<file path="src/rtl/smb_pkg.sv">
package smb_pkg;

  localparam int BYTE_W = 8;
  localparam int ADDR_W = 7;

  localparam logic [1:0]        ADDR_TOP  = 2'b10;
  localparam logic [ADDR_W-1:0] MASS_ADDR = 7'b1011111;
  localparam logic [ADDR_W-1:0] ARA_ADDR  = 7'b0001100;

  typedef enum logic [2:0] {
    ST_IDLE,
    ST_RX,
    ST_ACK,
    ST_TX,
    ST_MACK,
    ST_WAIT
  } bus_st_t;

  typedef enum logic [1:0] {
    RK_ADDR,
    RK_CMD,
    RK_DATA,
    RK_SPILL
  } rx_kind_t;

  // Strap code to ternary digit: 0 low, 1 open, 2 high, 3 taken as high
  function automatic logic [4:0] strap_digit(input logic [1:0] code);
    return (code == 2'd3) ? 5'd2 : {3'b000, code};
  endfunction

endpackage

</file>
<file path="src/rtl/smb_sync_edge.sv">
module smb_sync_edge #(
  parameter int STAGES = 2
) (
  input  logic clk,
  input  logic rst,
  input  logic scl_raw,
  input  logic sda_raw,
  output logic scl_s,
  output logic sda_s,
  output logic scl_rise,
  output logic scl_fall,
  output logic start_det,
  output logic stop_det
);

  logic [STAGES-1:0] scl_pipe;
  logic [STAGES-1:0] sda_pipe;
  logic              scl_d;
  logic              sda_d;

  always_ff @(posedge clk) begin
    if (rst) begin
      scl_pipe <= '1;
      sda_pipe <= '1;
      scl_d    <= 1'b1;
      sda_d    <= 1'b1;
    end else begin
      scl_pipe <= {scl_pipe[STAGES-2:0], scl_raw};
      sda_pipe <= {sda_pipe[STAGES-2:0], sda_raw};
      scl_d    <= scl_pipe[STAGES-1];
      sda_d    <= sda_pipe[STAGES-1];
    end
  end

  assign scl_s     = scl_pipe[STAGES-1];
  assign sda_s     = sda_pipe[STAGES-1];
  assign scl_rise  = scl_s & ~scl_d;
  assign scl_fall  = ~scl_s & scl_d;
  assign start_det = scl_s & scl_d & sda_d & ~sda_s;
  assign stop_det  = scl_s & scl_d & ~sda_d & sda_s;

endmodule

</file>
<file path="src/rtl/smb_strap_addr.sv">
module smb_strap_addr
  import smb_pkg::*;
(
  input  logic              clk,
  input  logic              rst,
  input  logic [1:0]        code0,
  input  logic [1:0]        code1,
  input  logic [1:0]        code2,
  output logic [ADDR_W-1:0] addr
);

  logic [4:0] low_part;

  assign low_part = strap_digit(code2) * 5'd9
                  + strap_digit(code1) * 5'd3
                  + strap_digit(code0);

  always_ff @(posedge clk) begin
    if (rst) addr <= {ADDR_TOP, 5'd0};
    else     addr <= {ADDR_TOP, low_part};
  end

endmodule

</file>
<file path="src/rtl/smb_regfile.sv">
module smb_regfile #(
  parameter int         DEPTH    = 8,
  parameter int         W        = 8,
  parameter int         AW       = $clog2(DEPTH),
  parameter logic [7:0] INIT0    = 8'h10,
  parameter int         FLAG_BIT = 4
) (
  input  logic          clk,
  input  logic          rst,
  input  logic          we,
  input  logic [AW-1:0] waddr,
  input  logic [W-1:0]  wdata,
  input  logic [AW-1:0] raddr,
  output logic [W-1:0]  rdata,
  output logic          flag0
);

  logic [W-1:0] mem [DEPTH];

  always_ff @(posedge clk) begin
    if (rst) begin
      for (int i = 0; i < DEPTH; i++) mem[i] <= (i == 0) ? W'(INIT0) : '0;
    end else if (we) begin
      mem[waddr] <= wdata;
    end
  end

  assign rdata = mem[raddr];
  assign flag0 = mem[0][FLAG_BIT];

endmodule

</file>
<file path="src/rtl/smbus_alert_slave.sv">
module smbus_alert_slave #(
  parameter int         NUM_REGS    = 8,
  parameter int         SYNC_STAGES = 2,
  parameter int         MWEN_BIT    = 4,
  parameter logic [7:0] REG0_INIT   = 8'h10
) (
  input  logic       clk,
  input  logic       rst,
  input  logic       scl_in,
  input  logic       sda_in,
  output logic       sda_pull,
  input  logic [1:0] strap0,
  input  logic [1:0] strap1,
  input  logic [1:0] strap2,
  input  logic       alert_req,
  output logic       alert_pull
);

  import smb_pkg::*;

  localparam int PTR_W  = $clog2(NUM_REGS);
  localparam int CNT_W  = $clog2(BYTE_W + 1);
  localparam logic [CNT_W-1:0] LAST_BIT = CNT_W'(BYTE_W - 1);
  localparam logic [CNT_W-1:0] ALL_BITS = CNT_W'(BYTE_W);

  logic scl_s, sda_s, scl_rise, scl_fall, start_det, stop_det;
  logic [ADDR_W-1:0] own_addr;

  bus_st_t          st;
  rx_kind_t         kind, nxt_kind;
  logic [CNT_W-1:0] cnt;
  logic [BYTE_W-1:0] sh;
  logic             ack_ph;
  logic             go_tx;
  logic             ara_mode;
  logic             mack_ok;
  logic [PTR_W-1:0] ptr;
  logic             req_d;

  logic              wr_en;
  logic [PTR_W-1:0]  wr_addr;
  logic [BYTE_W-1:0] wr_data;
  logic [BYTE_W-1:0] rd_data;
  logic              mwen;

  logic [BYTE_W-1:0] byte_in;
  logic [BYTE_W-1:0] tx_byte;
  logic              bus_idle;

  smb_sync_edge #(.STAGES(SYNC_STAGES)) u_sync (
    .clk       (clk),
    .rst       (rst),
    .scl_raw   (scl_in),
    .sda_raw   (sda_in),
    .scl_s     (scl_s),
    .sda_s     (sda_s),
    .scl_rise  (scl_rise),
    .scl_fall  (scl_fall),
    .start_det (start_det),
    .stop_det  (stop_det)
  );

  smb_strap_addr u_strap (
    .clk   (clk),
    .rst   (rst),
    .code0 (strap0),
    .code1 (strap1),
    .code2 (strap2),
    .addr  (own_addr)
  );

  smb_regfile #(
    .DEPTH    (NUM_REGS),
    .W        (BYTE_W),
    .AW       (PTR_W),
    .INIT0    (REG0_INIT),
    .FLAG_BIT (MWEN_BIT)
  ) u_regs (
    .clk   (clk),
    .rst   (rst),
    .we    (wr_en),
    .waddr (wr_addr),
    .wdata (wr_data),
    .raddr (ptr),
    .rdata (rd_data),
    .flag0 (mwen)
  );

  assign byte_in  = {sh[BYTE_W-2:0], sda_s};
  assign tx_byte  = ara_mode ? {own_addr, 1'b1} : rd_data;
  assign bus_idle = (st == ST_IDLE);

  always_ff @(posedge clk) begin
    wr_en <= 1'b0;
    if (rst) begin
      st         <= ST_IDLE;
      kind       <= RK_ADDR;
      nxt_kind   <= RK_ADDR;
      cnt        <= '0;
      sh         <= '0;
      ack_ph     <= 1'b0;
      go_tx      <= 1'b0;
      ara_mode   <= 1'b0;
      mack_ok    <= 1'b0;
      ptr        <= '0;
      wr_addr    <= '0;
      wr_data    <= '0;
      sda_pull   <= 1'b0;
      alert_pull <= 1'b0;
      req_d      <= 1'b0;
    end else begin
      req_d <= alert_req;
      if (start_det) begin
        st       <= ST_RX;
        kind     <= RK_ADDR;
        cnt      <= '0;
        ara_mode <= 1'b0;
        sda_pull <= 1'b0;
      end else if (stop_det) begin
        st       <= ST_IDLE;
        sda_pull <= 1'b0;
      end else begin
        case (st)
          ST_RX: begin
            if (scl_rise) begin
              sh  <= byte_in;
              cnt <= cnt + 1'b1;
              if (cnt == LAST_BIT) begin
                st     <= ST_ACK;
                ack_ph <= 1'b0;
                go_tx  <= 1'b0;
                case (kind)
                  RK_ADDR: begin
                    nxt_kind <= RK_CMD;
                    if (byte_in[BYTE_W-1:1] == own_addr) begin
                      go_tx <= byte_in[0];
                    end else if (byte_in[BYTE_W-1:1] == MASS_ADDR && !byte_in[0] && mwen) begin
                      go_tx <= 1'b0;
                    end else if (byte_in[BYTE_W-1:1] == ARA_ADDR && byte_in[0] && alert_pull) begin
                      go_tx    <= 1'b1;
                      ara_mode <= 1'b1;
                    end else begin
                      st <= ST_WAIT;
                    end
                  end
                  RK_CMD: begin
                    ptr      <= byte_in[PTR_W-1:0];
                    nxt_kind <= RK_DATA;
                  end
                  RK_DATA: begin
                    wr_en    <= 1'b1;
                    wr_addr  <= ptr;
                    wr_data  <= byte_in;
                    nxt_kind <= RK_SPILL;
                  end
                  default: nxt_kind <= RK_SPILL;
                endcase
              end
            end
          end

          ST_ACK: begin
            if (scl_fall) begin
              if (!ack_ph) begin
                sda_pull <= 1'b1;
                ack_ph   <= 1'b1;
              end else begin
                cnt <= '0;
                if (go_tx) begin
                  sh       <= tx_byte;
                  sda_pull <= ~tx_byte[BYTE_W-1];
                  st       <= ST_TX;
                end else begin
                  sda_pull <= 1'b0;
                  kind     <= nxt_kind;
                  st       <= ST_RX;
                end
              end
            end
          end

          ST_TX: begin
            if (scl_rise) begin
              cnt <= cnt + 1'b1;
              if (ara_mode && !sda_pull && !sda_s) begin
                st <= ST_WAIT;
              end
            end else if (scl_fall) begin
              if (cnt == ALL_BITS) begin
                sda_pull <= 1'b0;
                st       <= ST_MACK;
                if (ara_mode) alert_pull <= 1'b0;
              end else begin
                sh       <= {sh[BYTE_W-2:0], 1'b0};
                sda_pull <= ~sh[BYTE_W-2];
              end
            end
          end

          ST_MACK: begin
            if (scl_rise) begin
              mack_ok <= ~sda_s;
            end else if (scl_fall) begin
              if (mack_ok && !ara_mode) begin
                cnt      <= '0;
                sh       <= tx_byte;
                sda_pull <= ~tx_byte[BYTE_W-1];
                st       <= ST_TX;
              end else begin
                st <= ST_WAIT;
              end
            end
          end

          default: ;
        endcase
      end
      if (alert_req && !req_d) alert_pull <= 1'b1;
    end
  end

endmodule

</file>
<file path="config.mk">
export PLATFORM = sky130hd
export DESIGN_NAME = smbus_alert_slave
export DESIGN_NICKNAME = d
export VERILOG_FILES = /design/src/rtl/smb_pkg.sv /design/src/rtl/smb_sync_edge.sv /design/src/rtl/smb_strap_addr.sv /design/src/rtl/smb_regfile.sv /design/src/rtl/smbus_alert_slave.sv
export SDC_FILE = /design/constraint.sdc
export NUM_CORES = 1
export LEC_CHECK = 0
export ABC_AREA = 1
export CAP_MARGIN = 20
export CORE_ASPECT_RATIO = 1.5
export CORE_UTILIZATION = 31
export CTS_CLUSTER_SIZE = 16
export DETAILED_ROUTE_END_ITERATION = 10
export DONT_BUFFER_PORTS = 1
export PLACE_DENSITY = 0.48
export SLEW_MARGIN = 20
export SYNTH_ARGS = -nofsm -noshare
export SYNTH_HDL_FRONTEND = slang
export SYNTH_SLANG_ARGS = --single-unit
</file>
<file path="constraint.sdc">
create_clock -name clk -period 2 [get_ports clk]
set_input_delay 0.3 -clock clk [delete_from_list [all_inputs] [get_ports clk]]
set_output_delay 0.3 -clock clk [all_outputs]
set_load 0.05 [all_outputs]
</file>
# After elaboration in Yosys (flattened, before gate mapping)
# Memory sizes are Yosys's and may differ from the RTL's. A register that Yosys moved wholly into a read port is not among the register bits.
# Index checks and enable logic that the tools add are counted.
# W data, S select, Z words.
dict set report classes {
  n_reduce_logical 40
  muxes 79
  bitwise 21
  div 0
  shifts 0
  n_mul 2
  order_cmp 0
  n_eq_ne 41
  n_addsub 3
}
# op count
set op_table {}
lappend op_table {{$mux W7} 10}
lappend op_table {{$mux W3} 18}
lappend op_table {{$mux W1} 33}
lappend op_table {{$pmux W7 S4} 1}
lappend op_table {{$mux W4} 6}
lappend op_table {{$ne A4 B4 Y1 const B} 6}
lappend op_table {{$ne A2 B2 Y1 const B} 11}
lappend op_table {{$reduce_and A10 Y1} 2}
lappend op_table {{$reduce_and A6 Y1} 3}
lappend op_table {{$mux W8} 2}
lappend op_table {{$reduce_and A8 Y1} 2}
lappend op_table {{$ne A5 B5 Y1 const B} 3}
lappend op_table {{$not A1 Y1} 14}
lappend op_table {{$reduce_and A7 Y1} 2}
lappend op_table {{$reduce_and A13 Y1} 1}
lappend op_table {{$pmux W3 S4} 1}
lappend op_table {{$pmux W4 S3} 1}
lappend op_table {{$add A5 B5 Y5} 2}
lappend op_table {{$reduce_and A5 Y1} 2}
lappend op_table {{$reduce_bool A2 Y1} 5}
lappend op_table {{$ne A3 B3 Y1 const B} 3}
lappend op_table {{$eq A2 B2 Y1 const B} 4}
lappend op_table {{$logic_and A1 B1 Y1} 8}
lappend op_table {{$mux W2} 4}
lappend op_table {{other kinds (27)} 42}
dict set report word_totals {
  elab_cells 210
  rom_bits 0
  mem_count 1
  out_inout_bits 2
  regBits 53
  mem_bits_rw 64
  latchBits 0
}
# memory words word_bits read_ports rd_ports_with_merged_regs write_ports line
set mem_list {}
lappend mem_list {u_regs.mem 8 8 2 1 8 smb_regfile.sv:18} ;# logic [W-1:0] mem [DEPTH];

# Depth between registers and ports, before layout
dict set report logic_depth {
  word_depth 12
  mapped_depth 12
  depth_no_buf 12
}

# Cells and area by module
# Synthesis repeated with hierarchy kept, for this count alone.
dict set report hier_totals {
  cells_unflattened 824
  hier_area_um2 6212.2
}
# module area_each_um2 cells_per_inst seq_area_each_um2 n_inst
set by_module_without_submodules {}
lappend by_module_without_submodules {smb_regfile 3226.8 378 1921.8 1}
lappend by_module_without_submodules {smbus_alert_slave 2373.5 364 800.8 1}
lappend by_module_without_submodules {smb_strap_addr 414.1 58 100.1 1}
lappend by_module_without_submodules {smb_sync_edge 197.7 24 120.1 1}

# Least setup slack after synthesis
# No wires, ideal clock.
dict set report synth_path {
  path_kind {in2reg}
  from {in strap2[1]}
  to {reg u_strap.addr[4]}
  cell_stages 10
  path_slack_ns -0.023
  t_arrival_ns 1.903
  n_path_buf 0
  required_ns 1.880
  cell_sequence {inv_1 nand2_1 fa_1 o21bai_1 inv_1 fa_1 nor2_1 a21oi_1 o21ai_0 a21oi_1}
}
dict set report synth_via {
  elab_chain_len 5
}
# element line
set synth_rtl {}
lappend synth_rtl {{start, declared} smbus_alert_slave.sv:14} ;# input logic [1:0] strap2,
lappend synth_rtl {{$eq A2 B2 Y1} smb_pkg.sv:28} ;# return (code == 2'd3) ? 5'd2 : {3'b000, code};
lappend synth_rtl {{$mux W2 (*)} smb_pkg.sv:28}
lappend synth_rtl {{$mul A5 B4 Y5 (*)} smb_strap_addr.sv:14} ;# assign low_part = strap_digit(code2) * 5'd9
lappend synth_rtl {{$add A5 B5 Y5 (*)} smb_strap_addr.sv:15} ;# + strap_digit(code1) * 5'd3
lappend synth_rtl {{$add A5 B5 Y5 (*)} smb_strap_addr.sv:16} ;# + strap_digit(code0);
lappend synth_rtl {{end signal, assigned} smb_strap_addr.sv:19} ;# if (rst) addr <= {ADDR_TOP, 5'd0};
lappend synth_rtl {{end signal, assigned} smb_strap_addr.sv:20} ;# else addr <= {ADDR_TOP, low_part};
lappend synth_rtl {{end, declared} smb_strap_addr.sv:9} ;# output logic [ADDR_W-1:0] addr
# Mark *: on every way between the ends. The rest lies on a longest branch, timed or not.
# A chain may end at the register's enable or synchronous reset.

# Worst setup path after layout
dict set report layout_path {
  from {reg cnt[0]}
  to {reg st[2]}
}
dict set report layout_via {
  elab_chain_len 3
}
# element line
set layout_rtl {}
lappend layout_rtl {{start, declared} smbus_alert_slave.sv:31} ;# logic [CNT_W-1:0] cnt;
lappend layout_rtl {{start signal, assigned} smbus_alert_slave.sv:127} ;# cnt <= cnt + 1'b1;
lappend layout_rtl {{start signal, assigned} smbus_alert_slave.sv:184} ;# cnt <= cnt + 1'b1;
lappend layout_rtl {{$eq A4 B4 Y1 or $eq A4 B3 Y1 (tied branches)} {smbus_alert_slave.sv:189, smbus_alert_slave.sv:128}}
lappend layout_rtl {{$ne A3 B3 Y1 (no line) or $ne A2 B2 Y1 (tied branches)} -}
lappend layout_rtl {{$reduce_and A10 Y1 (no line) (*)} -}
lappend layout_rtl {{end signal, assigned} smbus_alert_slave.sv:186} ;# st <= ST_WAIT;
lappend layout_rtl {{end signal, assigned} smbus_alert_slave.sv:191} ;# st <= ST_MACK;
lappend layout_rtl {{end signal, assigned} smbus_alert_slave.sv:208} ;# st <= ST_TX;
lappend layout_rtl {{end, declared} smbus_alert_slave.sv:29} ;# bus_st_t st;
# Marks and branches as above.

==> results.toml <==
[run_status]
status = "finished, final reports clean"

[worst_setup_path]
required_ns = 2.30
worst-path-max-fanout = 6
worstSetupStartpointType = "register"
critPathCaptureType = "register"
critPathMaxStageDelay_ns = 0.33
path_delay_family = "simple AND/OR/NAND/NOR gates"
crit_buf_inv = 1
path_cells = "inv_1 > ha_1 > nand2_1 > nor2_1 > nand2_1 > nand2_1 > nand2_1 > nor2_1 > nand2_1 > nor3_1 > nor2_1"
arrival_ns = 2.12
crit_type = "reg -> reg"
cp.depth = 11
r2r_cells = 11
crit_start = "cnt[0]"
critical_path.reg2reg.startpoint = "cnt[0]"
worstReg2RegEnd = "st[2]"
slowest_stage = "dfxtp_1"
crit_top_cell = "nand2_1"
endpoint = "st[2]"
regToRegSetupSlack_ns = 0.18

[grt]
grt_util_all_layers_pct = 16.69
grt_pass1_wl_mm = 23.63
met1_usage_pct = 16.53
grt_antenna_before_repair = 0
busiest_layer = "met2"
grt_pass1_vias = 4767
gr-usage-met2_pct = 31.35
grt_start_max_net_pins = 40
use_met3_pct = 4.235
grt_overflow = 0

[detailed_routing]
wl_per_cell_um = 15.89
vias = 4677
drt_iter0_drc = 286
drtPass1Iterations = 7
via_per_inst = 4.981
remaining_drc_errors = 0
drt_wl_total_mm = 14.92
ant_nets = 0

[die]
ios = 13
start_util_pct = 31.60
die_h_um = 167.6
die_area_um2 = 18840
die_w_um = 112.4
core_area_um2 = 17940
rows = 60

[pwr]
p_int_mw = 5.150
finalPower_mw = 7.366
p_per_area_nw_per_um2 = 1112
p_sw_mw = 2.216
cellLeakagePower_nw = 2.600
pwr-share-seq_pct = 39.0
p_clk_share_pct = 40.1
ir_drop_v = 0.0005740
pwr-share-comb_pct = 21.0
netSwitchingFraction_pct = 30.08

[clock_tree]
clk_latency_ns = 0.42
cts_tree = "yes"
ctsHtreeMaxLevel = 4
clock-root-buffer = "clkbuf_16"
cts.sink_count = 118
post_cts_buffers = 0
clockBufferDepth = 2
clk_pin_slew_ns = 0.05
cts_buffers = 17

[yosys]
async_reset_ff_share_pct = 0
synth_top_family_by_area = "simple AND/OR/NAND/NOR gates"
ys_types = 37
synth_mux_area_share_pct = 0
yosysWarnings = 0
yosys-top-cells-count = "nor2_1, nand2_1, edfxtp_1, inv_1, dfxtp_1"
synth_top_cell_area_share_pct = 33.90
synthAdderAreaFrac_pct = 2.913
synth_seq_cells = 118
synth_edf_count = 64
synth_most_common_cell = "nor2_1"
synthSimpleGateAreaFrac_pct = 26.97
synth_xor_area_share_pct = 0.3090
synthTopCellsByArea = "edfxtp_1, dfxtp_1, nor2_1"
synth-compound-area-share_pct = 10.40
yosysTopAreaCell = "edfxtp_1"
synth_ff_type = "edfxtp_1"
syn_avg_cell_area_um2 = 8.288
netlist_area_um2 = 5669
synth_cells = 684
yosysSeqAreaShare_pct = 52.97
synth_nets = 707

[sta]
worst_pin_slew_ns = 0.4787
setup_viol = 0
period_share_pct = 90.83
max_slew_margin_pct = 68.01
rsz0062_at_grt = "false"
fin_skew_ns = 0.006743
min_period_ns = 1.817
hold_viol_final = 0
fin_tns_setup_ns = 0
slew_violations = 0
clock.fmax_mhz = 550.5

[worst_hold_path]
hold_class = "in -> reg"

[cells_and_area]
n_fill_cell = 1832
num_antenna_cells = 0
area_delta_synth_final_pct = 16.88
drive_gt1_share_pct = 11.77
final_nets = 732

[placed_design]
gp_congestion = 0.8964
port_buffers = 0
dp_hpwl_mm = 11.13

[flow_run]
cap_violations = 0
## metrics by stage
| step | setup slack [ns] | std cells | util, % | hold slack [ns] | cell area [um2] |
|---|---|---|---|---|---|
| global route | 0.01562 | 939 | 36.93 | 0.1524 | 6626 |
| finish | 0.1834 | 939 | 36.93 | 0.1632 | 6626 |
| CTS | 0.1391 | 939 | 36.92 | 0.1424 | 6624 |
| global placement | -0.04592 | 903 | 33.51 | 0.3716 | 6013 |
| detailed placement | -0.1009 | 903 | 33.51 | 0.3722 | 6013 |
| floorplan | 0.01608 | 684 | - | 0.3880 | 5672 |
## logic make-up (layout without fill, tap and decap cells)
group	after synthesis	in the layout
flops	118	118
fa+ha+maj	12	12
compound gates	109	109
buf+inv	92	130
simple gates	351	351
xor+xnor	2	2
## registers in the layout, summed over array words and instances (netlist names), named ones only
signal,cells
ack_ph,1
alert_pull,1
ara_mode,1
cnt,4
go_tx,1
kind,2
mack_ok,1
nxt_kind,2
ptr,3
req_d,1
sda_pull,1
sh,7
st,3
u_regs.mem,64
u_strap.addr,5
u_sync.scl_d,1
u_sync.scl_pipe,2
u_sync.sda_d,1
u_sync.sda_pipe,2
wr_addr,3
wr_data,8
wr_en,1
## worst register-to-register path: stages, from the launching register on
cell and delay (ns):
dfxtp_1 0.33, inv_1 0.08, ha_1 0.14, nand2_1 0.05, nor2_1 0.32, nand2_1 0.09
nand2_1 0.08, nand2_1 0.06, nor2_1 0.09, nand2_1 0.16, nor3_1 0.25, nor2_1 0.06
## power by group through the flow
stage / Clock [mW] / Sequential (mW) / Combinational (mW)
global route: 3.13 / 2.89 / 1.74
floorplan: 0 / 2.90 / 1.14
detailed placement: 0 / 2.92 / 1.53
global placement: 0 / 2.92 / 1.52
CTS: 3.02 / 2.87 / 1.55
finish: 2.95 / 2.87 / 1.54
## layout by cell type (no fill, tap or decap), types with 11 or more instances in the layout
cell type / synthesis / layout
o21ai_0: 49 / 49
clkinv_1: 8 / 12
nand2_1: 111 / 110
edfxtp_1: 64 / 64
a21oi_1: 34 / 34
buf_4: 0 / 22
dfxtp_1: 54 / 54
o22ai_1: 11 / 11
clkbuf_16: 0 / 17
inv_1: 57 / 57
nand3_1: 34 / 34
nor2_1: 159 / 159
## cell type report
| cell class | count | area [um2] | share of cell area [%] |
|---|---|---|---|
| clock buffers | 19 | 432.9 | 6.533 |
| clock inverters | 13 | 137.6 | 2.077 |
| inverters | 72 | 270.3 | 4.079 |
| multi-input cells | 474 | 2306 | 34.80 |
| flip-flops and latches | 118 | 3003 | 45.32 |
| well taps | 217 | 271.5 | 4.097 |
| repair buffers | 26 | 205.2 | 3.097 |
## worst min-delay path by stage
stage | start | end | slack [ns] | cells past startpoint
global placement | rst | ack_ph | 0.37 | 1
detailed placement | rst | u_strap.addr[1] | 0.37 | 1
CTS | strap2[1] | u_strap.addr[4] | 0.14 | 3
global route | strap2[1] | u_strap.addr[4] | 0.15 | 3
floorplan | req_d | alert_pull | 0.39 | 1
finish | strap2[1] | u_strap.addr[4] | 0.16 | 3
## timing repair
action                                  4_1_cts  5_1_grt
endpoints found under the setup margin        0        7
gates resized for setup                       0        1
hold buffers                                  4        0
endpoints found under the hold margin        12        0
## per-layer routing
layer	vias to the layer above	part of all wire [%]
met3	39	3.1
met1	2245	39
met2	85	54
met4	0	3.7
li1	2308	-
met5	-	0
Note: power is estimated with default switching activity, not from simulation.
